<file path="config.mk">
export PLATFORM = sky130hd
export DESIGN_NAME = exc_entry_ctrl
export DESIGN_NICKNAME = d
export VERILOG_FILES = /design/src/rtl/exc_entry_pkg.sv /design/src/rtl/exc_prio_sel.sv /design/src/rtl/exc_esr_gen.sv /design/src/rtl/exc_entry_ctrl.sv
export SDC_FILE = /design/constraint.sdc
export NUM_CORES = 1
export LEC_CHECK = 0
export BUFFER_PORTS_ARGS = -buffer_cell sky130_fd_sc_hd__buf_2
export CORE_AREA = 2 2 136 138
export DETAILED_ROUTE_END_ITERATION = 8
export DIE_AREA = 0 0 138 140
export GPL_TIMING_DRIVEN = 0
export PLACE_DENSITY_LB_ADDON = 0.12
export SLEW_MARGIN = 20
export SYNTH_ARGS = -nofsm -noshare
export SYNTH_HDL_FRONTEND = slang
export SYNTH_HIERARCHICAL = 1
export SYNTH_SLANG_ARGS = --single-unit
</file>
<file path="constraint.sdc">
create_clock -name clk -period 8.1 [get_ports clk]
set_input_delay 2.43 -clock clk [delete_from_list [all_inputs] [get_ports clk]]
set_output_delay 2.43 -clock clk [all_outputs]
set_load 0.02 [all_outputs]
</file>
<file path="src/rtl/exc_entry_pkg.sv">
package exc_entry_pkg;
  typedef enum logic [2:0] {
    CL_NONE, CL_MMU, CL_HWEXC, CL_HWBRK, CL_SWBRK, CL_IRQ
  } ev_class_e;

  localparam int REQ_W     = 5;
  localparam int REQ_HWEXC = 0;
  localparam int REQ_MMU   = 1;
  localparam int REQ_IRQ   = 2;
  localparam int REQ_HWBRK = 3;
  localparam int REQ_SWBRK = 4;

  localparam int MSR_IE  = 1;
  localparam int MSR_BIP = 3;
  localparam int MSR_EIP = 9;
  localparam int MSR_UM  = 11;
  localparam int MSR_UMS = 12;
  localparam int MSR_VM  = 13;
  localparam int MSR_VMS = 14;

  localparam int ESR_STORE = 10;
  localparam int ESR_DS    = 12;
endpackage

</file>
<file path="src/rtl/exc_prio_sel.sv">
module exc_prio_sel
  import exc_entry_pkg::*;
(
  input  logic             valid,
  input  logic [REQ_W-1:0] req,
  input  logic             irq_ok,
  output ev_class_e        cls
);
  always_comb begin
    cls = CL_NONE;
    if (valid) begin
      if (req[REQ_MMU])                 cls = CL_MMU;
      else if (req[REQ_HWEXC])          cls = CL_HWEXC;
      else if (req[REQ_HWBRK])          cls = CL_HWBRK;
      else if (req[REQ_SWBRK])          cls = CL_SWBRK;
      else if (req[REQ_IRQ] && irq_ok)  cls = CL_IRQ;
    end
  end
endmodule

</file>
<file path="src/rtl/exc_esr_gen.sv">
module exc_esr_gen
  import exc_entry_pkg::*;
#(
  parameter int XLEN   = 32,
  parameter int CODE_W = 5
) (
  input  ev_class_e         cls,
  input  logic [CODE_W-1:0] hw_code,
  input  logic              miss,
  input  logic              ifetch,
  input  logic              store,
  input  logic              dslot,
  output logic [XLEN-1:0]   esr_val
);
  localparam logic [XLEN-1:0] C_PROT_D = XLEN'(16);
  localparam logic [XLEN-1:0] C_PROT_I = XLEN'(17);
  localparam logic [XLEN-1:0] C_MISS_D = XLEN'(18);
  localparam logic [XLEN-1:0] C_MISS_I = XLEN'(19);

  always_comb begin
    esr_val = '0;
    if (cls == CL_MMU) begin
      if (miss) esr_val = ifetch ? C_MISS_I : C_MISS_D;
      else      esr_val = ifetch ? C_PROT_I : C_PROT_D;
      esr_val[ESR_STORE] = store;
    end else begin
      esr_val = XLEN'(hw_code);
    end
    if (dslot) esr_val[ESR_DS] = 1'b1;
  end
endmodule

</file>
<file path="src/rtl/exc_entry_ctrl.sv">
module exc_entry_ctrl
  import exc_entry_pkg::*;
#(
  parameter int XLEN    = 32,
  parameter int RFAW    = 5,
  parameter int CODE_W  = 5,
  parameter logic [31:0] VEC_EXC = 32'h20,
  parameter logic [31:0] VEC_IRQ = 32'h10,
  parameter logic [31:0] VEC_BRK = 32'h18,
  parameter int RA_EXC  = 17,
  parameter int RA_IRQ  = 14,
  parameter int RA_BRK  = 16
) (
  input  logic              clk,
  input  logic              rst_n,
  input  logic              ev_valid,
  input  logic [REQ_W-1:0]  ev_req,
  input  logic [XLEN-1:0]   pc_in,
  input  logic [XLEN-1:0]   br_target,
  input  logic              dslot,
  input  logic              imm_pfx,
  input  logic [XLEN-1:0]   msr_in,
  input  logic [CODE_W-1:0] hw_code,
  input  logic              mf_miss,
  input  logic              mf_ifetch,
  input  logic              mf_store,
  input  logic [XLEN-1:0]   fault_addr,
  output logic              pc_load,
  output logic [XLEN-1:0]   pc_next,
  output logic              msr_load,
  output logic [XLEN-1:0]   msr_next,
  output logic              flags_clr,
  output logic              rf_we,
  output logic [RFAW-1:0]   rf_waddr,
  output logic [XLEN-1:0]   rf_wdata,
  output logic [XLEN-1:0]   esr_o,
  output logic [XLEN-1:0]   btr_o,
  output logic [XLEN-1:0]   ear_o,
  output logic              fatal_err
);
  localparam logic [RFAW-1:0] RA_EXC_W = RFAW'(RA_EXC);
  localparam logic [RFAW-1:0] RA_IRQ_W = RFAW'(RA_IRQ);
  localparam logic [RFAW-1:0] RA_BRK_W = RFAW'(RA_BRK);

  // reset: asserted asynchronously, released on a clock edge
  logic [1:0] rst_sync;
  logic       rst_ok;
  always_ff @(posedge clk or negedge rst_n) begin
    if (!rst_n) rst_sync <= 2'b00;
    else        rst_sync <= {rst_sync[0], 1'b1};
  end
  assign rst_ok = rst_sync[1];

  ev_class_e       cls;
  logic            irq_ok;
  logic [XLEN-1:0] esr_val;
  logic            mmu_busy_q, mmu_busy_d;
  logic            fatal_hit;
  logic            commit;
  logic [XLEN-1:0] msr_saved;

  // the prefix flag never changes what entry does; it is only cleared
  logic            unused_imm;
  assign unused_imm = imm_pfx;

  assign irq_ok = msr_in[MSR_IE] && !msr_in[MSR_EIP] && !msr_in[MSR_BIP] && !dslot;

  exc_prio_sel u_sel (
    .valid (ev_valid && !fatal_err),
    .req   (ev_req),
    .irq_ok(irq_ok),
    .cls   (cls)
  );

  exc_esr_gen #(.XLEN(XLEN), .CODE_W(CODE_W)) u_esr (
    .cls    (cls),
    .hw_code(hw_code),
    .miss   (mf_miss),
    .ifetch (mf_ifetch),
    .store  (mf_store),
    .dslot  (dslot),
    .esr_val(esr_val)
  );

  assign fatal_hit = (cls == CL_MMU) && msr_in[MSR_EIP] && mmu_busy_q;
  assign commit    = (cls != CL_NONE) && !fatal_hit;

  always_comb begin
    msr_saved          = msr_in;
    msr_saved[MSR_VMS] = msr_in[MSR_VM];
    msr_saved[MSR_UMS] = msr_in[MSR_UM];
    msr_saved[MSR_VM]  = 1'b0;
    msr_saved[MSR_UM]  = 1'b0;
  end

  logic            pc_load_d, rf_we_d, flags_clr_d;
  logic [XLEN-1:0] pc_next_d, msr_next_d, esr_d, btr_d, ear_d;
  logic [RFAW-1:0] rf_waddr_d;

  always_comb begin
    pc_load_d   = commit;
    rf_we_d     = 1'b0;
    flags_clr_d = 1'b0;
    pc_next_d   = '0;
    msr_next_d  = msr_saved;
    rf_waddr_d  = '0;
    esr_d       = esr_o;
    btr_d       = btr_o;
    ear_d       = ear_o;
    mmu_busy_d  = msr_in[MSR_EIP] ? mmu_busy_q : 1'b0;
    if (commit) begin
      unique case (cls)
        CL_MMU, CL_HWEXC: begin
          pc_next_d           = VEC_EXC;
          rf_we_d             = 1'b1;
          rf_waddr_d          = RA_EXC_W;
          flags_clr_d         = 1'b1;
          msr_next_d[MSR_EIP] = 1'b1;
          esr_d               = esr_val;
          if (dslot) btr_d = br_target;
          mmu_busy_d          = (cls == CL_MMU);
          if (cls == CL_MMU) ear_d = fault_addr;
        end
        CL_HWBRK: begin
          pc_next_d           = VEC_BRK;
          rf_we_d             = 1'b1;
          rf_waddr_d          = RA_BRK_W;
          msr_next_d[MSR_BIP] = 1'b1;
        end
        CL_SWBRK: begin
          pc_next_d           = br_target;
          msr_next_d[MSR_BIP] = 1'b1;
        end
        CL_IRQ: begin
          pc_next_d  = VEC_IRQ;
          rf_we_d    = 1'b1;
          rf_waddr_d = RA_IRQ_W;
        end
        default: ;
      endcase
    end
  end

  always_ff @(posedge clk or negedge rst_ok) begin
    if (!rst_ok) begin
      pc_load    <= 1'b0;
      pc_next    <= '0;
      msr_load   <= 1'b0;
      msr_next   <= '0;
      flags_clr  <= 1'b0;
      rf_we      <= 1'b0;
      rf_waddr   <= '0;
      rf_wdata   <= '0;
      esr_o      <= '0;
      btr_o      <= '0;
      ear_o      <= '0;
      mmu_busy_q <= 1'b0;
      fatal_err  <= 1'b0;
    end else begin
      pc_load    <= pc_load_d;
      msr_load   <= pc_load_d;
      flags_clr  <= flags_clr_d;
      rf_we      <= rf_we_d;
      mmu_busy_q <= mmu_busy_d;
      if (pc_load_d) begin
        pc_next  <= pc_next_d;
        msr_next <= msr_next_d;
        rf_waddr <= rf_waddr_d;
        rf_wdata <= pc_in;
        esr_o    <= esr_d;
        btr_o    <= btr_d;
        ear_o    <= ear_d;
      end
      if (fatal_hit) fatal_err <= 1'b1;
    end
  end


  mode_clear_chk: assert property (@(posedge clk) disable iff (!rst_ok)
    msr_load |-> (!msr_next[MSR_VM] && !msr_next[MSR_UM] &&
                  msr_next[MSR_VMS] == $past(msr_in[MSR_VM]) &&
                  msr_next[MSR_UMS] == $past(msr_in[MSR_UM])));

  ret_write_chk: assert property (@(posedge clk) disable iff (!rst_ok)
    rf_we |-> (pc_load && rf_wdata == $past(pc_in)));

  flag_clear_chk: assert property (@(posedge clk) disable iff (!rst_ok)
    flags_clr |-> (pc_load && pc_next == VEC_EXC && msr_next[MSR_EIP]));

  fatal_sticky_chk: assert property (@(posedge clk) disable iff (!rst_ok)
    fatal_err |=> (fatal_err && !pc_load));

  irq_gate_chk: assert property (@(posedge clk) disable iff (!rst_ok)
    (pc_load && rf_we && rf_waddr == RA_IRQ_W) |->
      ($past(msr_in[MSR_IE]) && !$past(msr_in[MSR_EIP]) && !$past(dslot)));
endmodule

</file>
==> results of run 1 <==
## critical path, delay by kind of cell
| family | cells | cell delay [ns] |
|---|---|---|
| AND/OR/NAND/NOR | 4 | 1.15 |
| AO/OA/AOI/OAI | 2 | 0.32 |
| buffers and inverters | 4 | 1.35 |
## state kept, by name (all words and copies together) (netlist names)
register / cells
fatal_err: 1
msr_next: 30
flags_clr: 1
rf_we: 1
rst_sync: 2
msr_load: 1
mmu_busy_q: 1
ear_o: 32
btr_o: 32
pc_next: 32
rf_waddr: 3
rf_wdata: 32
esr_o: 32
## final cells by class
| type | count | area [um2] |
|---|---|---|
| fill | 1520 | 7140 |
| sequential | 200 | 5010 |
| multi-input combinational | 273 | 2630 |
| timing repair buffer | 345 | 1790 |
| clock buffer | 19 | 433 |
| buffer | 58 | 374 |
| tap | 229 | 287 |
| clock inverter | 13 | 118 |
| inverter | 2 | 7.51 |
## layout by cell type, fill, tap and decap left out, types with 2 or more instances in the layout
cell and instances:
buf_2 356, dfrtp_1 199, mux2_2 129, buf_4 31, mux2_4 30, a22o_1 29, conb_1 28, clkbuf_16 17
clkbuf_1 12, nor2_1 12, nand2_1 7, a21oi_1 6, nand2b_1 4, clkinvlp_4 4, buf_6 3, clkinv_4 3
nor3_1 2, o22a_1 2, o21ai_0 2, inv_6 2, inv_8 2, and2b_2 2, buf_16 2
## stage by stage
step | power [uW] | std cells | area [um2] | hold WS (ns)
2_1_floorplan | 2840 | 533 | 8010 | 0.331
3_3_place_gp | 3470 | 1104 | 10000 | 0.340
3_5_place_dp | 3530 | 1107 | 10100 | 0.318
4_1_cts | 4340 | 1139 | 10600 | 0.326
5_1_grt | 4520 | 1139 | 10600 | 0.352
6_report | 4290 | 1139 | 10600 | 0.302
## path summary, 6_finish.rpt
check | start | to | slack (ns) | cells after the start
worst max-delay path | msr_in[9] | pc_next[23] | 3.19 | 10
worst min-delay path | rst_sync[1] | msr_next[31] | 0.30 | 0
worst max register to register | fatal_err | pc_next[23] | 5.11 | 9
worst min register to register | rst_sync[1] | msr_next[31] | 0.30 | 0
max in group asynchronous | rst_n | rst_sync[1] | 6.22 | 1
min in group clk | rst_sync[0] | rst_sync[1] | 0.37 | 0
## power by group
group	internal, uW	switching (uW)
sequential	1430	223
clock	403	387
combinational	788	1060
## per-layer routing
layer	track usage	vias to the layer above
met5	0	-
met4	0.0806	0
li1	-	2509
met1	0.245	2700
met3	0.0667	39
met2	0.385	253
## cells by family after synthesis
logic type | Yosys count
compound gates | 47
buf+inv | 60
flops | 200
mux | 160
other cells | 3
simple gates | 38
==> impl_metrics.env, run 1 <==
export IMPL_arrival_ns=5.27
export IMPL_holdCritPathClass="register to asynchronous set/reset pin"
export IMPL_p_per_area_nw_per_um2=403
export IMPL_max_vdd_ir_drop_mv=0.227
export IMPL_synth_compound_area_share=0.0488
export IMPL_cts_num_sinks=200
export IMPL_grt_pass1_wl_mm=32.8
export IMPL_rows=49
export IMPL_outcome="completed"
export IMPL_path_clk_slew_ns=0.07
export IMPL_synthSimpleGateAreaFrac=0.0280
export IMPL_cts_buffer_depth=2
export IMPL_ant_nets=0
export IMPL_cp_common_cell="clkbuf_1"
export IMPL_yosysTopAreaCellShare=0.632
export IMPL_cts_max_level=4
export IMPL_postCtsSetupBuffers=0
export IMPL_fin_ws_ns=3.19
export IMPL_finalSetupViolCount=0
export IMPL_insertion_delay_ns=0.43
export IMPL_maxUsedRoutingLayer="met4"
export IMPL_syn_inst=508
export IMPL_fin_crit_ns=4.91
export IMPL_ys_ff_latch=200
export IMPL_final_max_slew_violation_count=0
export IMPL_yosysMostFrequentCell="dfrtp_1"
export IMPL_hpwl_mm=16.2
export IMPL_overflow=0
export IMPL_die_area_um2=19300
export IMPL_grt_usage=0.216
export IMPL_synthFlopType="dfrtp_1"
export IMPL_slew_headroom=0.563
export IMPL_place_congestion=0.759
export IMPL_antenna_found_initial=0
export IMPL_fin_nets=1043
export IMPL_max_freq_mhz=204
export IMPL_start_util=0.445
export IMPL_finalWirelength_mm=20.7
export IMPL_first_pass_iters=4
export IMPL_drv_cap=0
export IMPL_synth_area_top_cells="dfrtp_1 (63%), mux2_2 (18%), mux2_4 (5.7%), a22o_1 (3.2%), buf_4 (2.9%)"
export IMPL_core_um2=17800
export IMPL_antennaDiodeCount=0
export IMPL_synthAdderAreaFrac=0
export IMPL_routed_wl_met3_mm=1.62
export IMPL_drc=0
export IMPL_grt_max_degree=62
export IMPL_period_share=0.606
export IMPL_met2_length_mm=10.7
export IMPL_yosysTopAreaCell="dfrtp_1"
export IMPL_cpMaxStageDelayCell="nor4_1"
export IMPL_drtIter0Drc=162
export IMPL_cp_start_kind="primary input"
export IMPL_port_buffers=342
export IMPL_wl_per_cell_um=18.2
export IMPL_clockRootBuffer="clkbuf_16"
export IMPL_num_io_pins=348
export IMPL_synth_mux_area_fraction=0.242
export IMPL_synth_xor_area_frac=0
export IMPL_die_width_um=138
export IMPL_final_hold_viol_count=0
export IMPL_syn_area_um2=7920
export IMPL_met1_length_mm=7.79
export IMPL_synth_edf_count=0
export IMPL_yosys_top_cells_count="dfrtp_1 (200), mux2_2 (129), buf_4 (31)"
export IMPL_die_h_um=140
export IMPL_cts_tree="built"
export IMPL_skew_ns=0.0110
export IMPL_syn2layout_area_growth_pct=34.4
export IMPL_grt_pass1_vias=6043
export IMPL_ys_seq_area_frac=0.632
export IMPL_place_ws_ns=2.75
export IMPL_critPathRequiredTime_ns=8.46
export IMPL_utilization=0.598
export IMPL_path_max_fanout=10
export IMPL_p_leak_uw=0.00548
export IMPL_cp_cell_sequence="buf_2, nor4b_1, a21oi_1, nor4_1, clkbuf_1, nand2b_1, nor2_1, clkbuf_1, clkbuf_1, a22o_1"
export IMPL_synth_top_family_by_area="multiplexers"
export IMPL_synthDistinctLibCells=39
export IMPL_avgSynthCellArea_um2=15.6
export IMPL_worstMarginPinSlew_ns=0.656
export IMPL_vias=5501
export IMPL_cp_end_kind="register"
export IMPL_yosys_warnings=6
export IMPL_rsz0062_at_grt="no"
export IMPL_cts_made_buffers=17
export IMPL_path_class="primary input to register"
export IMPL_cts_hold_buf=0
export IMPL_tns_ns=0
export IMPL_async_flop_share=1.00
export IMPL_routed_via_density=4.83
export IMPL_slowest_delay_ns=0.49
export IMPL_drive_above_1_share=0.649
export IMPL_cts_resized_gates=0
(Power assumes the default switching activity.)
==> run 2, diff against run 1 <==
Clock period 8.1 ns to 4.9 ns, I/O delays scaled along.
==> impl_metrics.env, run 2 (synthesized netlist as in run 1, its figures left out) <==
export IMPL_pwr_share_seq=0.379
export IMPL_mostFrequentLayoutCell="buf_2"
export IMPL_cts_hold_buf=0
export IMPL_pwr_share_comb=0.423
export IMPL_core_um2=17800
export IMPL_p_int_uw=4470
export IMPL_worstMarginPinSlew_ns=0.741
export IMPL_drv_cap=0
export IMPL_start_util=0.445
export IMPL_path_class="primary input to register"
export IMPL_cts_buffer_depth=2
export IMPL_p_per_area_nw_per_um2=672
export IMPL_holdCritPathClass="register to asynchronous set/reset pin"
export IMPL_finalSetupViolCount=0
export IMPL_die_width_um=138
export IMPL_cts_max_level=4
export IMPL_finalWirelength_mm=20.4
export IMPL_grt_usage=0.214
export IMPL_final_area_um2=10700
export IMPL_place_congestion=0.833
export IMPL_multiInputGateArea_um2=2630
export IMPL_wl_per_cell_um=17.9
export IMPL_grt_max_degree=52
export IMPL_placed_area_um2=10100
export IMPL_rows=49
export IMPL_first_pass_iters=4
export IMPL_max_vdd_ir_drop_mv=0.349
export IMPL_path_clk_slew_ns=0.07
export IMPL_fin_crit_ns=3.95
export IMPL_cp_end_kind="register"
export IMPL_skew_ns=0.0107
export IMPL_grt_pass1_vias=5815
export IMPL_routed_via_density=4.83
export IMPL_p_switching_uw=2720
export IMPL_cts_made_buffers=17
export IMPL_num_io_pins=348
export IMPL_clockRootBuffer="clkbuf_16"
export IMPL_slew_headroom=0.506
export IMPL_path_max_fanout=10
export IMPL_dp_cells=1108
export IMPL_die_area_um2=19300
export IMPL_layoutNonFillerInstCount=1141
export IMPL_period_share=0.806
export IMPL_arrival_ns=4.31
export IMPL_cts_tree="built"
export IMPL_syn2layout_area_growth_pct=35.3
export IMPL_drc=0
export IMPL_max_freq_mhz=253
export IMPL_cp_start_kind="primary input"
export IMPL_cts_resized_gates=0
export IMPL_critPathRequiredTime_ns=5.26
export IMPL_final_hold_viol_count=0
export IMPL_overflow=0
export IMPL_regArea_um2=5010
export IMPL_hpwl_mm=16.0
export IMPL_port_buffers=342
export IMPL_fin_nets=1044
export IMPL_drtIter0Drc=158
export IMPL_postCtsSetupBuffers=0
export IMPL_ant_nets=0
export IMPL_grt_pass1_wl_mm=32.4
export IMPL_rsz0062_at_grt="no"
export IMPL_p_leak_uw=0.00552
export IMPL_cts_num_sinks=200
export IMPL_insertion_delay_ns=0.43
export IMPL_p_clk_frac=0.198
export IMPL_final_max_slew_violation_count=0
export IMPL_fillers=1474
export IMPL_final_cell_mix="buf_2 (356), dfrtp_1 (199), mux2_2 (129)"
export IMPL_antenna_found_initial=1
export IMPL_drive_above_1_share=0.651
export IMPL_outcome="completed"
export IMPL_vias=5513
export IMPL_swShare=0.379
export IMPL_tns_ns=0
export IMPL_die_h_um=140
## run 2: critical path, stage by stage
cell      delay, ns
buf_2          0.14
nor4b_1        0.36
a21oi_1        0.12
nor4_1         0.51
clkbuf_1       0.33
nand2b_1       0.12
nor2_1         0.20
clkbuf_1       0.42
clkbuf_1       0.43
a22o_1         0.21
## run 2: path summary, 6_finish.rpt
kind,cells after the start,slack [ns],start,to
setup / recovery,10,0.95,msr_in[9],pc_next[26]
hold / removal,0,0.29,rst_sync[1],esr_o[28]
setup reg to reg,9,1.92,fatal_err,pc_next[26]
hold reg to reg,0,0.29,rst_sync[1],esr_o[28]
max in group asynchronous,2,3.75,rst_sync[1],btr_o[17]
min in group clk,0,0.35,rst_sync[0],rst_sync[1]
## run 2: per-stage QoR
step,utilization,hold slack [ns],setup slack [ns],power (uW)
5_1_grt,0.602,0.339,0.670,7570
3_5_place_dp,0.568,0.294,0.521,5840
6_report,0.602,0.291,0.950,7200
4_1_cts,0.602,0.312,0.938,7270
3_3_place_gp,0.563,0.338,0.560,5720
2_1_floorplan,-,0.331,1.34,4690
## run 2: cell type report
type / count / share of cell area
diodes: 1 / 0.000234
plain buffers: 58 / 0.0349
clock buffers: 21 / 0.0439
clock inverters: 11 / 0.0126
inverters: 2 / 0.000701
multi-input cells: 273 / 0.245
flip-flops and latches: 200 / 0.468
well taps: 229 / 0.0268
repair buffers: 346 / 0.168
## run 2: power by group through the flow
stage               Combinational [uW]  Sequential (uW)  Clock (uW)
floorplan                         1040             3650           0
global placement                  2990             2730           0
detailed placement                3090             2750           0
CTS                               3090             2730        1450
global route                      3230             2820        1530
finish                            3050             2730        1420
## run 2: routing by layer
layer / up-vias / track usage / part of all wire
met5: - / 0 / 0
met1: 2714 / 0.257 / 0.40
li1: 2518 / - / -
met4: 0 / 0.0773 / 0.024
met2: 246 / 0.366 / 0.51
met3: 35 / 0.0680 / 0.072
